### src/rtl/pio_calc_pkg.sv
package pio_calc_pkg;

    typedef enum logic [2:0] {
        ST_IDLE,
        ST_SETUP,
        ST_ACTIVE,
        ST_CYCLE,
        ST_RECOV,
        ST_CLAMP,
        ST_DONE
    } calc_state_e;

    localparam int CNT_OUT_W     = 5;
    localparam int ACT_FLOOR     = 2;
    localparam int REC_FLOOR     = 2;
    localparam int REC_SPILL_AT  = 17;
    localparam int CNT_CEIL      = 16;
    localparam int REV_DEC_ABOVE = 1;

    function automatic logic [7:0] pack_timing(
        input logic [CNT_OUT_W-1:0] act,
        input logic [CNT_OUT_W-1:0] rec
    );
        return {act[3:0], rec[3:0]};
    endfunction

endpackage

### src/rtl/pio_ceil_div.sv
module pio_ceil_div #(
    parameter int NUM_W = 12,
    parameter int DEN_W = 8
) (
    input  logic             clk,
    input  logic             rst_n,
    input  logic             go,
    input  logic [NUM_W-1:0] num,
    input  logic [DEN_W-1:0] den,
    output logic             busy,
    output logic             ack,
    output logic [NUM_W-1:0] quo
);
    localparam int EW    = NUM_W + 1;
    localparam int CNT_W = $clog2(EW + 1);
    localparam int PW    = NUM_W + DEN_W + 1;

    logic [EW-1:0]    q;
    logic [DEN_W-1:0] rem;
    logic [DEN_W-1:0] den_q;
    logic [NUM_W-1:0] num_q;
    logic [CNT_W-1:0] cnt;
    logic [DEN_W:0]   rem_sh;
    logic [DEN_W:0]   rem_sub;
    logic             take;

    assign rem_sh  = {rem, q[EW-1]};
    assign rem_sub = rem_sh - {1'b0, den_q};
    assign take    = (rem_sh >= {1'b0, den_q});
    assign busy    = (cnt != '0);
    assign quo     = q[NUM_W-1:0];

    always_ff @(posedge clk or negedge rst_n) begin
        if (!rst_n) begin
            q     <= '0;
            rem   <= '0;
            den_q <= '0;
            num_q <= '0;
            cnt   <= '0;
            ack   <= 1'b0;
        end else begin
            ack <= 1'b0;
            if (go && !busy) begin
                q     <= EW'(num) + EW'(den) - EW'(1);
                rem   <= '0;
                den_q <= den;
                num_q <= num;
                cnt   <= CNT_W'(EW);
            end else if (busy) begin
                rem <= take ? rem_sub[DEN_W-1:0] : rem_sh[DEN_W-1:0];
                q   <= {q[EW-2:0], take};
                cnt <= cnt - CNT_W'(1);
                if (cnt == CNT_W'(1)) begin
                    ack <= 1'b1;
                end
            end
        end
    end

    logic [PW-1:0] prod_hi;
    logic [PW-1:0] prod_lo;
    assign prod_hi = PW'(quo) * PW'(den_q);
    assign prod_lo = prod_hi - PW'(den_q);

    // quotient is the smallest multiple count covering the numerator
    assert_ceil_R1: assert property (@(posedge clk) disable iff (!rst_n)
        ack |-> (prod_hi >= PW'(num_q)) && ((num_q == '0) || (prod_lo < PW'(num_q))));

    // a zero divisor never reaches the divider
    assert_den_nonzero_R10: assert property (@(posedge clk) disable iff (!rst_n)
        go |-> (den != '0));

    // launches only arrive while idle
    assert_go_idle_R8: assert property (@(posedge clk) disable iff (!rst_n)
        go |-> !busy);

endmodule

### src/rtl/pio_count_clamp.sv
module pio_count_clamp
    import pio_calc_pkg::*;
#(
    parameter int CNT_W = 12,
    parameter int REV_W = 2
) (
    input  logic [CNT_W-1:0]     setup_cnt,
    input  logic [CNT_W-1:0]     active_raw,
    input  logic [CNT_W-1:0]     cycle_cnt,
    input  logic [CNT_W-1:0]     rectime_cnt,
    input  logic [REV_W-1:0]     rev,
    output logic [CNT_OUT_W-1:0] active_out,
    output logic [CNT_OUT_W-1:0] recovery_out
);
    localparam int IW = CNT_W + 2;

    logic [IW-1:0] act_floor;
    logic [IW-1:0] sum_sa;
    logic [IW-1:0] rec_from_cycle;
    logic [IW-1:0] rec_max;
    logic [IW-1:0] rec_floor;
    logic [IW-1:0] act_spill;
    logic [IW-1:0] rec_spill;
    logic [IW-1:0] act_ceil;
    logic [IW-1:0] rec_dec;
    logic [IW-1:0] rec_ceil;

    always_comb begin
        act_floor = (IW'(active_raw) < IW'(ACT_FLOOR)) ? IW'(ACT_FLOOR) : IW'(active_raw);

        sum_sa         = IW'(setup_cnt) + act_floor;
        rec_from_cycle = (IW'(cycle_cnt) >= sum_sa) ? (IW'(cycle_cnt) - sum_sa) : '0;
        rec_max        = (IW'(rectime_cnt) >= rec_from_cycle) ? IW'(rectime_cnt) : rec_from_cycle;

        rec_floor = (rec_max < IW'(REC_FLOOR)) ? IW'(REC_FLOOR) : rec_max;

        if (rec_floor > IW'(REC_SPILL_AT)) begin
            act_spill = act_floor + (rec_floor - IW'(REC_SPILL_AT));
            rec_spill = IW'(REC_SPILL_AT);
        end else begin
            act_spill = act_floor;
            rec_spill = rec_floor;
        end

        act_ceil = (act_spill > IW'(CNT_CEIL)) ? IW'(CNT_CEIL) : act_spill;

        rec_dec  = (int'(rev) > REV_DEC_ABOVE) ? (rec_spill - IW'(1)) : rec_spill;
        rec_ceil = (rec_dec > IW'(CNT_CEIL)) ? IW'(CNT_CEIL) : rec_dec;

        active_out   = act_ceil[CNT_OUT_W-1:0];
        recovery_out = rec_ceil[CNT_OUT_W-1:0];
    end

    // after the spill the recovery count sits in its legal window
    always_comb begin
        assert_rec_window_R4: assert ((rec_spill >= IW'(REC_FLOOR)) && (rec_spill <= IW'(REC_SPILL_AT)));
    end

endmodule

### src/rtl/pio_cycle_calc.sv
module pio_cycle_calc
    import pio_calc_pkg::*;
#(
    parameter int TIME_W = 12,
    parameter int PER_W  = 8,
    parameter int REV_W  = 2
) (
    input  logic                 clk,
    input  logic                 rst_n,
    input  logic                 start,
    input  logic [TIME_W-1:0]    setup_ns,
    input  logic [TIME_W-1:0]    active_ns,
    input  logic [TIME_W-1:0]    cycle_ns,
    input  logic [PER_W-1:0]     period_ns,
    input  logic [REV_W-1:0]     rev,
    output logic                 busy,
    output logic                 done,
    output logic                 err,
    output logic [TIME_W-1:0]    setup_clk,
    output logic [CNT_OUT_W-1:0] active_clk,
    output logic [CNT_OUT_W-1:0] recovery_clk,
    output logic [7:0]           timing_byte
);
    calc_state_e state, state_n;
    logic        launch_q;
    logic        enter_div;

    logic [TIME_W-1:0] lat_setup, lat_active, lat_cycle;
    logic [PER_W-1:0]  lat_per;
    logic [REV_W-1:0]  lat_rev;
    logic [TIME_W-1:0] cnt_s, cnt_a, cnt_c, cnt_r;

    logic [TIME_W:0]   sa_ns;
    logic [TIME_W:0]   rec_diff;
    logic [TIME_W-1:0] rec_ns;

    logic [TIME_W-1:0]    div_num;
    logic                 div_busy;
    logic                 div_ack;
    logic [TIME_W-1:0]    div_quo;
    logic [CNT_OUT_W-1:0] cl_act, cl_rec;

    // recovery time in ns, floored at zero
    assign sa_ns    = {1'b0, lat_setup} + {1'b0, lat_active};
    assign rec_diff = {1'b0, lat_cycle} - sa_ns;
    assign rec_ns   = ({1'b0, lat_cycle} >= sa_ns) ? rec_diff[TIME_W-1:0] : '0;

    // state register
    always_ff @(posedge clk or negedge rst_n) begin
        if (!rst_n) begin
            state    <= ST_IDLE;
            launch_q <= 1'b0;
        end else begin
            state    <= state_n;
            launch_q <= enter_div;
        end
    end

    // next state and outputs
    always_comb begin
        state_n = state;
        div_num = '0;
        unique case (state)
            ST_IDLE: begin
                if (start) begin
                    state_n = (period_ns == '0) ? ST_DONE : ST_SETUP;
                end
            end
            ST_SETUP: begin
                div_num = lat_setup;
                if (div_ack) state_n = ST_ACTIVE;
            end
            ST_ACTIVE: begin
                div_num = lat_active;
                if (div_ack) state_n = ST_CYCLE;
            end
            ST_CYCLE: begin
                div_num = lat_cycle;
                if (div_ack) state_n = ST_RECOV;
            end
            ST_RECOV: begin
                div_num = rec_ns;
                if (div_ack) state_n = ST_CLAMP;
            end
            ST_CLAMP: state_n = ST_DONE;
            ST_DONE:  state_n = ST_IDLE;
            default:  state_n = ST_IDLE;
        endcase
        enter_div = (state_n != state) &&
                    ((state_n == ST_SETUP) || (state_n == ST_ACTIVE) ||
                     (state_n == ST_CYCLE) || (state_n == ST_RECOV));
        busy = (state != ST_IDLE);
        done = (state == ST_DONE);
    end

    pio_ceil_div #(
        .NUM_W (TIME_W),
        .DEN_W (PER_W)
    ) u_div (
        .clk   (clk),
        .rst_n (rst_n),
        .go    (launch_q),
        .num   (div_num),
        .den   (lat_per),
        .busy  (div_busy),
        .ack   (div_ack),
        .quo   (div_quo)
    );

    pio_count_clamp #(
        .CNT_W (TIME_W),
        .REV_W (REV_W)
    ) u_clamp (
        .setup_cnt    (cnt_s),
        .active_raw   (cnt_a),
        .cycle_cnt    (cnt_c),
        .rectime_cnt  (cnt_r),
        .rev          (lat_rev),
        .active_out   (cl_act),
        .recovery_out (cl_rec)
    );

    // datapath: latch, collect quotients, publish results
    always_ff @(posedge clk or negedge rst_n) begin
        if (!rst_n) begin
            lat_setup    <= '0;
            lat_active   <= '0;
            lat_cycle    <= '0;
            lat_per      <= '0;
            lat_rev      <= '0;
            cnt_s        <= '0;
            cnt_a        <= '0;
            cnt_c        <= '0;
            cnt_r        <= '0;
            err          <= 1'b0;
            setup_clk    <= '0;
            active_clk   <= '0;
            recovery_clk <= '0;
            timing_byte  <= '0;
        end else begin
            if (state == ST_IDLE && start) begin
                lat_setup  <= setup_ns;
                lat_active <= active_ns;
                lat_cycle  <= cycle_ns;
                lat_per    <= period_ns;
                lat_rev    <= rev;
                err        <= (period_ns == '0);
                if (period_ns == '0) begin
                    setup_clk    <= '0;
                    active_clk   <= '0;
                    recovery_clk <= '0;
                    timing_byte  <= '0;
                end
            end
            if (div_ack) begin
                unique case (state)
                    ST_SETUP:  cnt_s <= div_quo;
                    ST_ACTIVE: cnt_a <= div_quo;
                    ST_CYCLE:  cnt_c <= div_quo;
                    ST_RECOV:  cnt_r <= div_quo;
                    default:   ;
                endcase
            end
            if (state == ST_CLAMP) begin
                setup_clk    <= cnt_s;
                active_clk   <= cl_act;
                recovery_clk <= cl_rec;
                timing_byte  <= pack_timing(cl_act, cl_rec);
            end
        end
    end

    // done lasts one cycle
    assert_done_pulse_R8: assert property (@(posedge clk) disable iff (!rst_n)
        done |=> !done);

    // divider is never busy while the FSM waits in idle
    assert_div_idle_R8: assert property (@(posedge clk) disable iff (!rst_n)
        (state == ST_IDLE) |-> !div_busy);

    // start during busy leaves the captured request untouched
    assert_start_ignored_R9: assert property (@(posedge clk) disable iff (!rst_n)
        (busy && start) |=> ($stable(lat_per) && $stable(lat_cycle) && $stable(lat_rev)));

    // error results are cleared
    assert_err_zero_R10: assert property (@(posedge clk) disable iff (!rst_n)
        (done && err) |-> (setup_clk == '0 && active_clk == '0 &&
                           recovery_clk == '0 && timing_byte == '0));

    // active count window on good results
    assert_active_range_R5: assert property (@(posedge clk) disable iff (!rst_n)
        (done && !err) |-> (active_clk >= CNT_OUT_W'(ACT_FLOOR) && active_clk <= CNT_OUT_W'(CNT_CEIL)));

    // recovery count window on good results
    assert_rec_range_R6: assert property (@(posedge clk) disable iff (!rst_n)
        (done && !err) |-> (recovery_clk >= CNT_OUT_W'(1) && recovery_clk <= CNT_OUT_W'(CNT_CEIL)));

endmodule

### config.mk
export PLATFORM = sky130hd
export DESIGN_NAME = pio_cycle_calc
export DESIGN_NICKNAME = d
export VERILOG_FILES = /design/src/rtl/pio_calc_pkg.sv /design/src/rtl/pio_ceil_div.sv /design/src/rtl/pio_count_clamp.sv /design/src/rtl/pio_cycle_calc.sv
export SDC_FILE = /design/constraint.sdc
export NUM_CORES = 1
export LEC_CHECK = 0
export BUFFER_PORTS_ARGS = -buffer_cell sky130_fd_sc_hd__buf_2
export CELL_PAD_IN_SITES_DETAIL_PLACEMENT = 0
export CELL_PAD_IN_SITES_GLOBAL_PLACEMENT = 1
export CORE_MARGIN = 3
export CORE_UTILIZATION = 52
export CTS_CLUSTER_SIZE = 8
export DETAILED_ROUTE_END_ITERATION = 16
export HOLD_SLACK_MARGIN = 0.02
export PLACE_DENSITY_LB_ADDON = 0.1
export SLEW_MARGIN = 20
export SYNTH_ARGS = -nofsm -noshare
export SYNTH_HDL_FRONTEND = slang
export SYNTH_SLANG_ARGS = --single-unit
### constraint.sdc
create_clock -name clk -period 21.6 [get_ports clk]
set_input_delay 2.16 -clock clk [delete_from_list [all_inputs] [get_ports clk]]
set_output_delay 2.16 -clock clk [all_outputs]
set_load 0.05 [all_outputs]
==> metrics.cfg <==
[final_layout]
antenna_cells=0
n_fill_cell=1932
finish.instance_area_sq_mm=0.0123
final_nets=1438
syn_to_final_growth_pct=10.0
final_layout_size_suffix_gt1_share_pct=17.1

[sta]
period_minus_slack_ns=11.16
drv_slew=0
max_freq_mhz=89.6
relSlewSlack_pct=30.9
rsz0062_at_grt=no
setup_tns_ns=0
skew_ns=0.00638
setup_violations=0
finalCritPeriodShare_pct=51.7
hold_viol_final=0
tightest_slew_ns=1.03

[drt]
drtIter0Drc=414
routed_wl_microns=26800
wl_per_cell_microns=17.2
ant_nets=0
num_vias=8764
dr.pass1.iters=5
drc=0
vias_per_cell=5.65

[setup_path]
startpoint_type=flop
reg2reg_slack_ns=10.44
cp_max_fo=17
slowest_stage=nor4_1
arrival_ns=11.50
crit_path_max_incr_delay_ns=0.70
r2r_end=active_clk[1]
rr_startpoint=cnt_a[10]
r2r_cells=46
worstSetupPathType=reg -> reg
required_ns=21.94
cp-end-kind=flop

[grt]
antenna_found_initial=0
overflow=0
met2_usage_pct=40.4
grtUsageMet3_pct=3.88
grt_busiest_layer=met2
grtUsageMet1_pct=30.2
track_usage_pct=23.2
grt_max_degree=94
grt_pass1_wl_microns=44300
grt_pass1_vias=8662

[floorplan]
io_pins=82
core-area_sq_mm=0.0211
initial_core_util_pct=53.2
rows=53
die_w_microns=153
dieArea_sq_mm=0.0234
die_y_microns=153

[synth]
syn_inst=1219
netlist_area_sq_mm=0.0112
ys_seq_elements=154
synth_ff_type=dfrtp_1
postSynthAreaPerCell_sq_um=9.21
synth.distinct_cells=75
syn_nets=1392
ys_warn_count=0
async_reset_ff_share_pct=100
ys_seq_area_share_pct=34.3
synth_edf_count=0

[placement]
portBuffers=80
dp_hpwl_microns=20300
placed_area_sq_mm=0.0118
gp_congestion=0.891

[hold_path]
holdPathStages=2
holdPathEnd=u_div.den_q[3]
min_path_type=reg -> reg
hp-start=u_div.den_q[3]

[cts]
clk_pin_slew_ns=0.06
cts_setup_buffers=0
cts_tree=done
root_buffer=clkbuf_16
cts.repair.resized=0
cts.sinks=154
cts_made_buffers=17
ctsHoldBuffers=0
clkLatencyLatePin_ns=0.42
cts.path.max_buffers=2
h-tree-depth=4

[run]
max_cap_violations=0

[status]
status=complete, no violations

-- per-layer routing --
metal  up-vias  wire length [microns]
li1       4402                      -
met1      4206                  12100
met2       125                  13400
met3        31                    787
met4         0                    520
met5         -                      0
-- flip-flops by register name (all words and copies together) (netlist names), 3 cells and up --
| signal | cells |
|---|---|
| lat_setup | 12 |
| cnt_r | 12 |
| lat_per | 8 |
| recovery_clk | 5 |
| u_div.q | 13 |
| cnt_a | 12 |
| cnt_s | 12 |
| u_div.rem | 8 |
| state | 3 |
| lat_active | 12 |
| u_div.cnt | 4 |
| lat_cycle | 12 |
| setup_clk | 12 |
| active_clk | 5 |
| cnt_c | 12 |
| u_div.den_q | 8 |
-- critical path, delay by kind of cell (launching register included) --
kind | cells | cell delay (ns)
simple gates | 12 | 2.75
flops | 1 | 0.43
mux | 1 | 0.27
fa+ha+maj | 6 | 1.77
buf+inv | 3 | 0.22
compound gates | 22 | 5.26
xor+xnor | 2 | 0.35
-- cell usage in the layout, fill, tap and decap left out, types with 8 or more instances in the layout --
master       n
a211oi_1    11
buf_2       79
a22o_1      19
clkbuf_16   17
inv_1      111
a21o_1      22
buf_4        8
ha_1       117
o21ai_0     92
a22oi_1     15
a21oi_1     72
nand2_1    101
dfrtp_1    154
xor2_1      24
o21a_1      12
nand3b_1    10
mux2i_1     14
nor2b_1     16
nor4_1       8
or3_1        8
nor2_1      81
mux2_2      83
nand3_1      9
nand4_1     14
xnor2_1     29
nand2b_1    15
nor3_1      16
-- cell type report --
| cell class | count | area, sq um | area share (%) |
|---|---|---|---|
| inverter | 111 | 417 | 3.37 |
| clock buffer | 21 | 450 | 3.65 |
| multi-input combinational | 893 | 6690 | 54.2 |
| clock inverter | 10 | 120 | 0.973 |
| sequential | 154 | 3850 | 31.2 |
| timing repair buffer | 88 | 467 | 3.78 |
| tap | 275 | 344 | 2.79 |
-- how the worst max path moves through the flow --
stage / from / end / slack, ns / cells after the start
5_1_grt: cnt_a[10] / active_clk[3] / 9.49 / 46
4_1_cts: cnt_a[10] / active_clk[1] / 10.51 / 45
3_5_place_dp: cnt_a[10] / active_clk[1] / 10.57 / 46
6_report: cnt_a[10] / active_clk[1] / 10.44 / 46
2_1_floorplan: cnt_a[11] / active_clk[0] / 12.77 / 47
3_3_place_gp: cnt_a[10] / active_clk[1] / 10.58 / 46
-- cells in the mapped netlist, types with 10 or more instances --
| cell | number | area [sq um] |
|---|---|---|
| nand4_1 | 14 | 87.6 |
| xor2_1 | 24 | 210 |
| a21oi_1 | 73 | 365 |
| nand3b_1 | 10 | 75.1 |
| ha_1 | 117 | 1460 |
| inv_1 | 111 | 417 |
| buf_4 | 10 | 75.1 |
| nor2_1 | 82 | 308 |
| mux2i_1 | 14 | 140 |
| a21o_1 | 22 | 165 |
| xnor2_1 | 29 | 254 |
| a22o_1 | 19 | 166 |
| nor2b_1 | 16 | 100 |
| a211oi_1 | 11 | 82.6 |
| nand2b_1 | 15 | 93.8 |
| clkbuf_1 | 37 | 139 |
| o21ai_0 | 92 | 460 |
| dfrtp_1 | 154 | 3850 |
| a22oi_1 | 15 | 113 |
| o21a_1 | 12 | 90.1 |
| nand2_1 | 101 | 379 |
| nor3_1 | 17 | 85.1 |
| mux2_2 | 83 | 935 |
-- per-stage QoR --
step / hold WS (ns) / instances / utilization (%) / setup WS, ns
final: 0.483 / 1552 / 58.5 / 10.44
after CTS: 0.490 / 1552 / 58.5 / 10.51
after detailed placement: 0.475 / 1521 / 55.8 / 10.57
after floorplan: 0.450 / 1219 / - / 12.77
after global placement: 0.466 / 1521 / 55.8 / 10.58
after global routing: 0.515 / 1552 / 58.5 / 9.49
-- cell families (layout without fill, tap and decap cells) --
group | count (synthesis) | count (layout) | synth area share, %
muxes | 97 | 97 | 9.58
xor gates and xnor gates | 53 | 53 | 4.14
AOI/OAI and AO/OA | 318 | 318 | 18.5
and+or+nand+nor | 301 | 301 | 12.9
buffers and inverters | 172 | 230 | 6.27
adders and majority gates | 124 | 124 | 14.3
DFF | 154 | 154 | 34.3
Power is not shown: default switching activity piles up to over one toggle a cycle in this logic, so the estimate is an artifact.
